**config.mk**
```make
export PLATFORM = sky130hd
export DESIGN_NAME = ack_eoi_tracker
export DESIGN_NICKNAME = d
export VERILOG_FILES = /design/src/rtl/itk_pkg.sv /design/src/rtl/itk_prio_lookup.sv /design/src/rtl/itk_chain_mem.sv /design/src/rtl/itk_reinstate.sv /design/src/rtl/ack_eoi_tracker.sv
export SDC_FILE = /design/constraint.sdc
export NUM_CORES = 2
export LEC_CHECK = 0
export BUFFER_PORTS_ARGS = -buffer_cell sky130_fd_sc_hd__buf_4
export CORE_UTILIZATION = 45
export DETAILED_ROUTE_END_ITERATION = 8
export GPL_ROUTABILITY_DRIVEN = 0
export PLACE_DENSITY = 0.67
export SKIP_CTS_REPAIR_TIMING = 1
export SLEW_MARGIN = 10
export SYNTH_ARGS = -nofsm -noshare
export SYNTH_HDL_FRONTEND = slang
export SYNTH_SLANG_ARGS = --single-unit
```
**constraint.sdc**
```tcl
create_clock -name clk -period 4.91 [get_ports clk]
set_clock_uncertainty 0.15 [all_clocks]
set_input_delay 0.982 -clock clk [delete_from_list [all_inputs] [get_ports clk]]
set_output_delay 0.982 -clock clk [all_outputs]
set_load 0.005 [all_outputs]
```
**src/rtl/itk_pkg.sv**
```systemverilog
package itk_pkg;
    localparam int ID_W = 10;
    localparam logic [ID_W-1:0] ID_NONE = 10'h3FF;

    typedef enum logic {
        ST_IDLE = 1'b0,
        ST_WALK = 1'b1
    } itk_state_e;
endpackage

```
**src/rtl/itk_prio_lookup.sv**
```systemverilog
module itk_prio_lookup
    import itk_pkg::*;
#(
    parameter int NIRQ   = 64,
    parameter int PRIO_W = 8
) (
    input  logic [NIRQ*PRIO_W-1:0] prio_flat,
    input  logic [ID_W-1:0]        id,
    output logic [PRIO_W:0]        prio
);
    // IDs outside the table (including the end marker) rank below every source
    always_comb begin
        if (int'(id) < NIRQ) begin
            prio = {1'b0, prio_flat[int'(id)*PRIO_W +: PRIO_W]};
        end else begin
            prio = {1'b1, {PRIO_W{1'b0}}};
        end
    end
endmodule

```
**src/rtl/itk_chain_mem.sv**
```systemverilog
module itk_chain_mem
    import itk_pkg::*;
#(
    parameter int NCPU  = 2,
    parameter int NIRQ  = 64,
    parameter int CPU_W = 1,
    parameter int IDX_W = 6
) (
    input  logic             clk,
    input  logic             rst_n,
    input  logic             wr_en,
    input  logic [CPU_W-1:0] wr_cpu,
    input  logic [IDX_W-1:0] wr_idx,
    input  logic [ID_W-1:0]  wr_data,
    input  logic [CPU_W-1:0] rda_cpu,
    input  logic [IDX_W-1:0] rda_idx,
    output logic [ID_W-1:0]  rda_data,
    input  logic [CPU_W-1:0] rdb_cpu,
    input  logic [IDX_W-1:0] rdb_idx,
    output logic [ID_W-1:0]  rdb_data
);
    // predecessor link per processor and per interrupt
    logic [ID_W-1:0] link_q [NCPU][NIRQ];

    always_ff @(posedge clk or negedge rst_n) begin
        if (!rst_n) begin
            for (int c = 0; c < NCPU; c++) begin
                for (int i = 0; i < NIRQ; i++) begin
                    link_q[c][i] <= ID_NONE;
                end
            end
        end else if (wr_en) begin
            link_q[wr_cpu][wr_idx] <= wr_data;
        end
    end

    assign rda_data = link_q[rda_cpu][rda_idx];
    assign rdb_data = link_q[rdb_cpu][rdb_idx];
endmodule

```
**src/rtl/itk_reinstate.sv**
```systemverilog
module itk_reinstate
    import itk_pkg::*;
#(
    parameter int NCPU  = 2,
    parameter int NIRQ  = 64,
    parameter int CPU_W = 1
) (
    input  logic [ID_W-1:0]       id,
    input  logic [CPU_W-1:0]      cpu,
    input  logic [NIRQ-1:0]       edge_trig,
    input  logic [NIRQ-1:0]       irq_enable,
    input  logic [NIRQ-1:0]       line_level,
    input  logic [NIRQ*NCPU-1:0]  target_flat,
    output logic                  hit
);
    always_comb begin
        hit = 1'b0;
        if (int'(id) < NIRQ) begin
            hit = !edge_trig[id] && irq_enable[id] && line_level[id]
                  && target_flat[int'(id)*NCPU + int'(cpu)];
        end
    end
endmodule

```
**src/rtl/ack_eoi_tracker.sv**
```systemverilog
module ack_eoi_tracker
    import itk_pkg::*;
#(
    parameter int NCPU   = 2,
    parameter int NIRQ   = 64,
    parameter int PRIO_W = 8,
    localparam int CPU_W = (NCPU > 1) ? $clog2(NCPU) : 1,
    localparam int IDX_W = $clog2(NIRQ)
) (
    input  logic                     clk,
    input  logic                     rst_n,
    input  logic                     req_valid,
    input  logic                     req_eoi,
    input  logic [CPU_W-1:0]         req_cpu,
    input  logic [31:0]              req_data,
    output logic                     busy,
    input  logic [NCPU*ID_W-1:0]     hp_id_flat,
    input  logic [NIRQ*PRIO_W-1:0]   prio_flat,
    input  logic [NIRQ-1:0]          edge_trig,
    input  logic [NIRQ-1:0]          fanout_all,
    input  logic [NIRQ-1:0]          irq_enable,
    input  logic [NIRQ-1:0]          line_level,
    input  logic [NIRQ*NCPU-1:0]     target_flat,
    output logic                     ack_valid,
    output logic [ID_W-1:0]          ack_id,
    output logic                     clr_valid,
    output logic [ID_W-1:0]          clr_id,
    output logic [NCPU-1:0]          clr_mask,
    output logic                     set_valid,
    output logic [ID_W-1:0]          set_id,
    output logic [NCPU-1:0]          set_mask,
    output logic [NCPU*ID_W-1:0]     run_id_flat,
    output logic [NCPU*(PRIO_W+1)-1:0] run_prio_flat
);
    localparam logic [PRIO_W:0] PRIO_IDLE = {1'b1, {PRIO_W{1'b0}}};

    itk_state_e state_q, state_d;

    logic [ID_W-1:0]  run_id_q   [NCPU];
    logic [PRIO_W:0]  run_prio_q [NCPU];
    logic [CPU_W-1:0] walk_cpu_q;
    logic [ID_W-1:0]  walk_id_q;
    logic [ID_W-1:0]  walk_ptr_q;

    logic             accept;
    logic [ID_W-1:0]  cur_run, cur_hp, eoi_id;
    logic [PRIO_W:0]  hp_prio, pop_prio;
    logic             ack_ok, reinst_hit;
    logic [ID_W-1:0]  rda_data, rdb_data;
    logic [CPU_W-1:0] rda_cpu;
    logic [IDX_W-1:0] rda_idx;
    logic             walk_end, walk_hit;
    logic             mem_we;
    logic [CPU_W-1:0] mem_wcpu;
    logic [IDX_W-1:0] mem_widx;
    logic [ID_W-1:0]  mem_wdata;
    logic [31-ID_W:0] unused_hi;

    assign unused_hi = req_data[31:ID_W];
    assign busy      = (state_q == ST_WALK);
    assign accept    = req_valid && (state_q == ST_IDLE);
    assign cur_run   = run_id_q[req_cpu];
    assign cur_hp    = hp_id_flat[int'(req_cpu)*ID_W +: ID_W];
    assign eoi_id    = req_data[ID_W-1:0];
    assign ack_ok    = (cur_hp != ID_NONE) && (hp_prio < run_prio_q[req_cpu]);

    generate
        for (genvar c = 0; c < NCPU; c++) begin : g_flat
            assign run_id_flat[c*ID_W +: ID_W]           = run_id_q[c];
            assign run_prio_flat[c*(PRIO_W+1) +: PRIO_W+1] = run_prio_q[c];
        end
    endgenerate

    itk_prio_lookup #(.NIRQ(NIRQ), .PRIO_W(PRIO_W)) u_hp_prio (
        .prio_flat(prio_flat), .id(cur_hp), .prio(hp_prio)
    );
    itk_prio_lookup #(.NIRQ(NIRQ), .PRIO_W(PRIO_W)) u_pop_prio (
        .prio_flat(prio_flat), .id(rda_data), .prio(pop_prio)
    );
    itk_reinstate #(.NCPU(NCPU), .NIRQ(NIRQ), .CPU_W(CPU_W)) u_reinst (
        .id(eoi_id), .cpu(req_cpu), .edge_trig(edge_trig),
        .irq_enable(irq_enable), .line_level(line_level),
        .target_flat(target_flat), .hit(reinst_hit)
    );

    // port A: predecessor of the running ID in idle, of the walk pointer in walk
    assign rda_cpu  = busy ? walk_cpu_q : req_cpu;
    assign rda_idx  = busy ? walk_ptr_q[IDX_W-1:0] : cur_run[IDX_W-1:0];
    assign walk_end = busy && (rda_data == ID_NONE);
    assign walk_hit = busy && !walk_end && (rda_data == walk_id_q);

    always_comb begin
        mem_we    = 1'b0;
        mem_wcpu  = req_cpu;
        mem_widx  = cur_hp[IDX_W-1:0];
        mem_wdata = cur_run;
        if (busy) begin
            mem_we    = walk_hit;
            mem_wcpu  = walk_cpu_q;
            mem_widx  = walk_ptr_q[IDX_W-1:0];
            mem_wdata = rdb_data;
        end else if (accept && !req_eoi && ack_ok) begin
            mem_we = 1'b1;
        end
    end

    itk_chain_mem #(.NCPU(NCPU), .NIRQ(NIRQ), .CPU_W(CPU_W), .IDX_W(IDX_W)) u_chain (
        .clk(clk), .rst_n(rst_n),
        .wr_en(mem_we), .wr_cpu(mem_wcpu), .wr_idx(mem_widx), .wr_data(mem_wdata),
        .rda_cpu(rda_cpu), .rda_idx(rda_idx), .rda_data(rda_data),
        .rdb_cpu(walk_cpu_q), .rdb_idx(walk_id_q[IDX_W-1:0]), .rdb_data(rdb_data)
    );

    // state register
    always_ff @(posedge clk or negedge rst_n) begin
        if (!rst_n) state_q <= ST_IDLE;
        else        state_q <= state_d;
    end

    // transitions: start splice, splice done, chain end
    always_comb begin
        state_d = state_q;
        unique case (state_q)
            ST_IDLE: if (accept && req_eoi && cur_run != ID_NONE && eoi_id != cur_run)
                         state_d = ST_WALK;
            ST_WALK: if (walk_end || walk_hit)
                         state_d = ST_IDLE;
            default: state_d = ST_IDLE;
        endcase
    end

    // outputs and per-processor state
    always_ff @(posedge clk or negedge rst_n) begin
        if (!rst_n) begin
            for (int c = 0; c < NCPU; c++) begin
                run_id_q[c]   <= ID_NONE;
                run_prio_q[c] <= PRIO_IDLE;
            end
            walk_cpu_q <= '0;
            walk_id_q  <= ID_NONE;
            walk_ptr_q <= ID_NONE;
            ack_valid  <= 1'b0;
            ack_id     <= ID_NONE;
            clr_valid  <= 1'b0;
            clr_id     <= ID_NONE;
            clr_mask   <= '0;
            set_valid  <= 1'b0;
            set_id     <= ID_NONE;
            set_mask   <= '0;
        end else begin
            ack_valid <= 1'b0;
            clr_valid <= 1'b0;
            set_valid <= 1'b0;
            unique case (state_q)
                ST_IDLE: begin
                    if (accept && !req_eoi) begin
                        ack_valid <= 1'b1;
                        ack_id    <= ack_ok ? cur_hp : ID_NONE;
                        if (ack_ok) begin
                            run_id_q[req_cpu]   <= cur_hp;
                            run_prio_q[req_cpu] <= hp_prio;
                            clr_valid <= 1'b1;
                            clr_id    <= cur_hp;
                            clr_mask  <= fanout_all[cur_hp[IDX_W-1:0]]
                                         ? {NCPU{1'b1}} : NCPU'(1) << req_cpu;
                        end
                    end else if (accept && req_eoi && cur_run != ID_NONE) begin
                        if (reinst_hit) begin
                            set_valid <= 1'b1;
                            set_id    <= eoi_id;
                            set_mask  <= NCPU'(1) << req_cpu;
                        end
                        if (eoi_id == cur_run) begin
                            run_id_q[req_cpu]   <= rda_data;
                            run_prio_q[req_cpu] <= pop_prio;
                        end else begin
                            walk_cpu_q <= req_cpu;
                            walk_id_q  <= eoi_id;
                            walk_ptr_q <= cur_run;
                        end
                    end
                end
                ST_WALK: begin
                    if (!walk_end && !walk_hit) walk_ptr_q <= rda_data;
                end
                default: ;
            endcase
        end
    end
endmodule

```
==> impl_metrics.ini <==
[routing]
drc = 118
wl_met1_um = 147000
drtIter0Drc = 11300
route.met3.wl_um = 72200
postRouteAntennaNets = 0
top_layer = met5
wl_per_cell_um = 39.5
dr_wl_met2_um = 178000
drt-total-wl_um = 440000
dr_total_vias = 77700
drtPass1Iterations = 9
avgViaCountPerCell = 6.96

[pwr]
power.density_nw_per_um2 = 589
power_mw = 69.4
p_sw_share_pct = 47.6
vdd_drop_max_v = 0.000891
power_frac_seq_pct = 17.9
p_int_mw = 36.4
comb_power_share_pct = 64.3
p_clk_share_pct = 17.7
power_leakage_nw = 46.3
p_sw_mw = 33.0

[clock_network]
clk_path_buf_depth = 3
ctsHtreeMaxLevel = 4
cts-root-buf = clkbuf_16
cts_tree = built
cts_num_sinks = 1373
clkLatencyLatePin_ps = 830
numCtsBuffers = 155
path_clk_slew_ps = 60

[logic_synthesis]
synth_ff_type = dfstp_2
synthTopCellsByArea = dfstp_2 40%, mux4_2 21%, mux2_2 15%
syn_nets = 7507
yosysTopAreaCellShare_pct = 39.7
synth_seq_cells = 1373
ys_seq_area_share_pct = 40.4
synthArstFlopShare_pct = 100
synth.most_common_cell = dfstp_2
synthesis.area_um2 = 89100
synthCells = 6546
synth_commonest_cells = 1348 x dfstp_2, 1222 x mux2_2, 835 x mux4_2
yosysWarningCount = 0
yosys.area.top_type = dfstp_2
synth_cell_types = 89
synth_edf_count = 0
avgSynthCellArea_um2 = 13.6

[worst_setup_path]
r2r-start = run_id_flat[0]
cp_data_required_time_ps = 5430
cp-start-kind = flip-flop
worstPathArrival_ps = 6520
cp_max_fo = 37
end_kind = flip-flop
worstSetupPathType = flip-flop to flip-flop
r2r_cells = 19
r2r_slack_ps = -1090
r2r-end = run_prio_flat[7]

[grt]
grt_start_max_net_pins = 131
grt_use_total_pct = 43.2
grt_pass1_wl_um = 598000
antenna_found_initial = 113
grt_pass1_vias = 74600
grt_overflow = 0

[floorplanning]
core_um2 = 196000
die_w_um = 447
rows = 162
start_util_pct = 45.5
die_area_um2 = 200000
die_y_um = 447
ios = 1029

[timing]
slew_headroom_pct = 19.3
finalHoldViolCount = 0
drv_slew = 0
worst_pin_slew_ps = 1210
fin_ws_ps = -1090
rsz0062_at_grt = yes
period_needed_ps = 6000
fmax_ghz = 0.167
finalSetupViolCount = 1327
post-route-period-util_pct = 122

[run]
max_cap_viol_count = 0

[cells_and_area]
post-route-cell-area_um2 = 118000
nNetsFinal = 9277
areaGrowthSynthToFinish_pct = 32.0
drive_gt1_share_pct = 74.6

[run_status]
violations = DRC, setup timing
status = finished with violations

[placement]
placed_cell_area_um2 = 110000
buffer_ports.inserted = 1006
hpwlAfterDp_um = 321000

[worst_hold_path]
hp-start = clr_id[0]
hold_class = flip-flop to flip-flop
min_delay_worst_endpoint = clr_id[0]
min_path_cells = 2
==> flip-flops by register name, indices dropped and copies added (netlist names) <==
| name | count |
|---|---|
| ack_id | 10 |
| ack_valid | 1 |
| busy | 1 |
| clr_id | 10 |
| clr_mask | 2 |
| clr_valid | 1 |
| run_id_flat | 20 |
| run_prio_flat | 18 |
| set_id | 10 |
| set_mask | 2 |
| set_valid | 1 |
| u_chain.link_q | 1280 |
| walk_cpu_q | 1 |
| walk_id_q | 10 |
| walk_ptr_q | 6 |
==> area by class of cell <==
cell class,count,area [µm²]
Fill cell,14900,78100
Multi-Input combinational cell,4546,52000
Sequential cell,1373,36100
Timing Repair Buffer,2217,20700
Clock buffer,226,4510
Tap cell,2624,3280
Clock inverter,58,815
Antenna cell,85,213
Inverter,23,86.3
==> critical path, cell delays in order (launching register included) <==
cell       delay (ps)
dfstp_2           570
mux2_4            190
o21a_4            330
buf_12            210
buf_12            180
buf_4             250
mux2i_1           350
a22o_1            180
nor3_1             50
nor4_1            540
o31ai_2           140
buf_4             200
nor2_4            300
buf_4             580
mux2i_2           600
o22ai_1           170
nor2_1            230
a2111oi_2          80
buf_4             160
o41ai_1           320
==> per-layer routing <==
layer / track usage, % / vias up
li1: - / 29200
met1: 49.8 / 40100
met2: 56.7 / 6520
met3: 26.8 / 1804
met4: 32.5 / 94
met5: 6.35 / -
==> stage by stage <==
step | setup TNS [ps] | cells | setup slack (ps) | utilization (%) | hold WS [ps]
6_report | -1098320 | 11200 | -1090 | 60.1 | 320
5_1_grt | -1057720 | 11100 | -912 | 60.0 | 332
4_1_cts | -1764630 | 11000 | -1510 | 58.6 | 320
3_5_place_dp | -2900330 | 10700 | -2340 | 55.9 | 311
3_3_place_gp | -3450590 | 10700 | -2740 | 55.9 | 309
2_1_floorplan | -1118420 | 6546 | -964 | - | 298
==> worst max-delay path by stage <==
stage,startpoint,to,slack (ps),cells after the start
global route,busy,u_chain.link_q[820],-910,24
global placement,req_cpu,u_chain.link_q[867],-2740,21
detailed placement,req_cpu,u_chain.link_q[940],-2340,21
CTS,req_cpu,u_chain.link_q[869],-1510,21
finish,run_id_flat[0],run_prio_flat[7],-1090,19
floorplan,req_cpu,u_chain.link_q[1120],-960,28
==> power by group through the flow <==
stage | combinational, mW | sequential (mW) | clock, mW
2_1_floorplan | 19.4 | 12.2 | 0
3_3_place_gp | 38.5 | 12.5 | 0
3_5_place_dp | 38.9 | 12.5 | 0
4_1_cts | 39.0 | 12.4 | 12.3
5_1_grt | 44.6 | 12.4 | 12.8
6_report | 44.6 | 12.4 | 12.3
==> cells by family (layout without fill, tap and decap cells) <==
kind of cell               count (synthesis)  count (layout)  share of synthesized area [%]
DFF                                     1373            1373                           40.4
adders and majority gates                  8               8                          0.112
xor gates and xnor gates                  21              21                          0.206
buffers and inverters                    629            2524                           3.12
muxes                                   2439            2440                           41.5
other                                      0              85                              0
AOI/OAI and AO/OA                        724             725                           7.79
and+or+nand+nor                         1352            1352                           6.84
==> cell usage in the layout (no fill, tap or decap), types with 175 or more instances in the layout <==
cell and n:
nand3_1 245, mux4_2 835, dfstp_2 1345, mux2_2 1068
buf_4 1879, mux2i_1 246, nand2_1 722, mux2_4 266
buf_12 255, clkbuf_16 175
(Power assumes the default switching activity.)
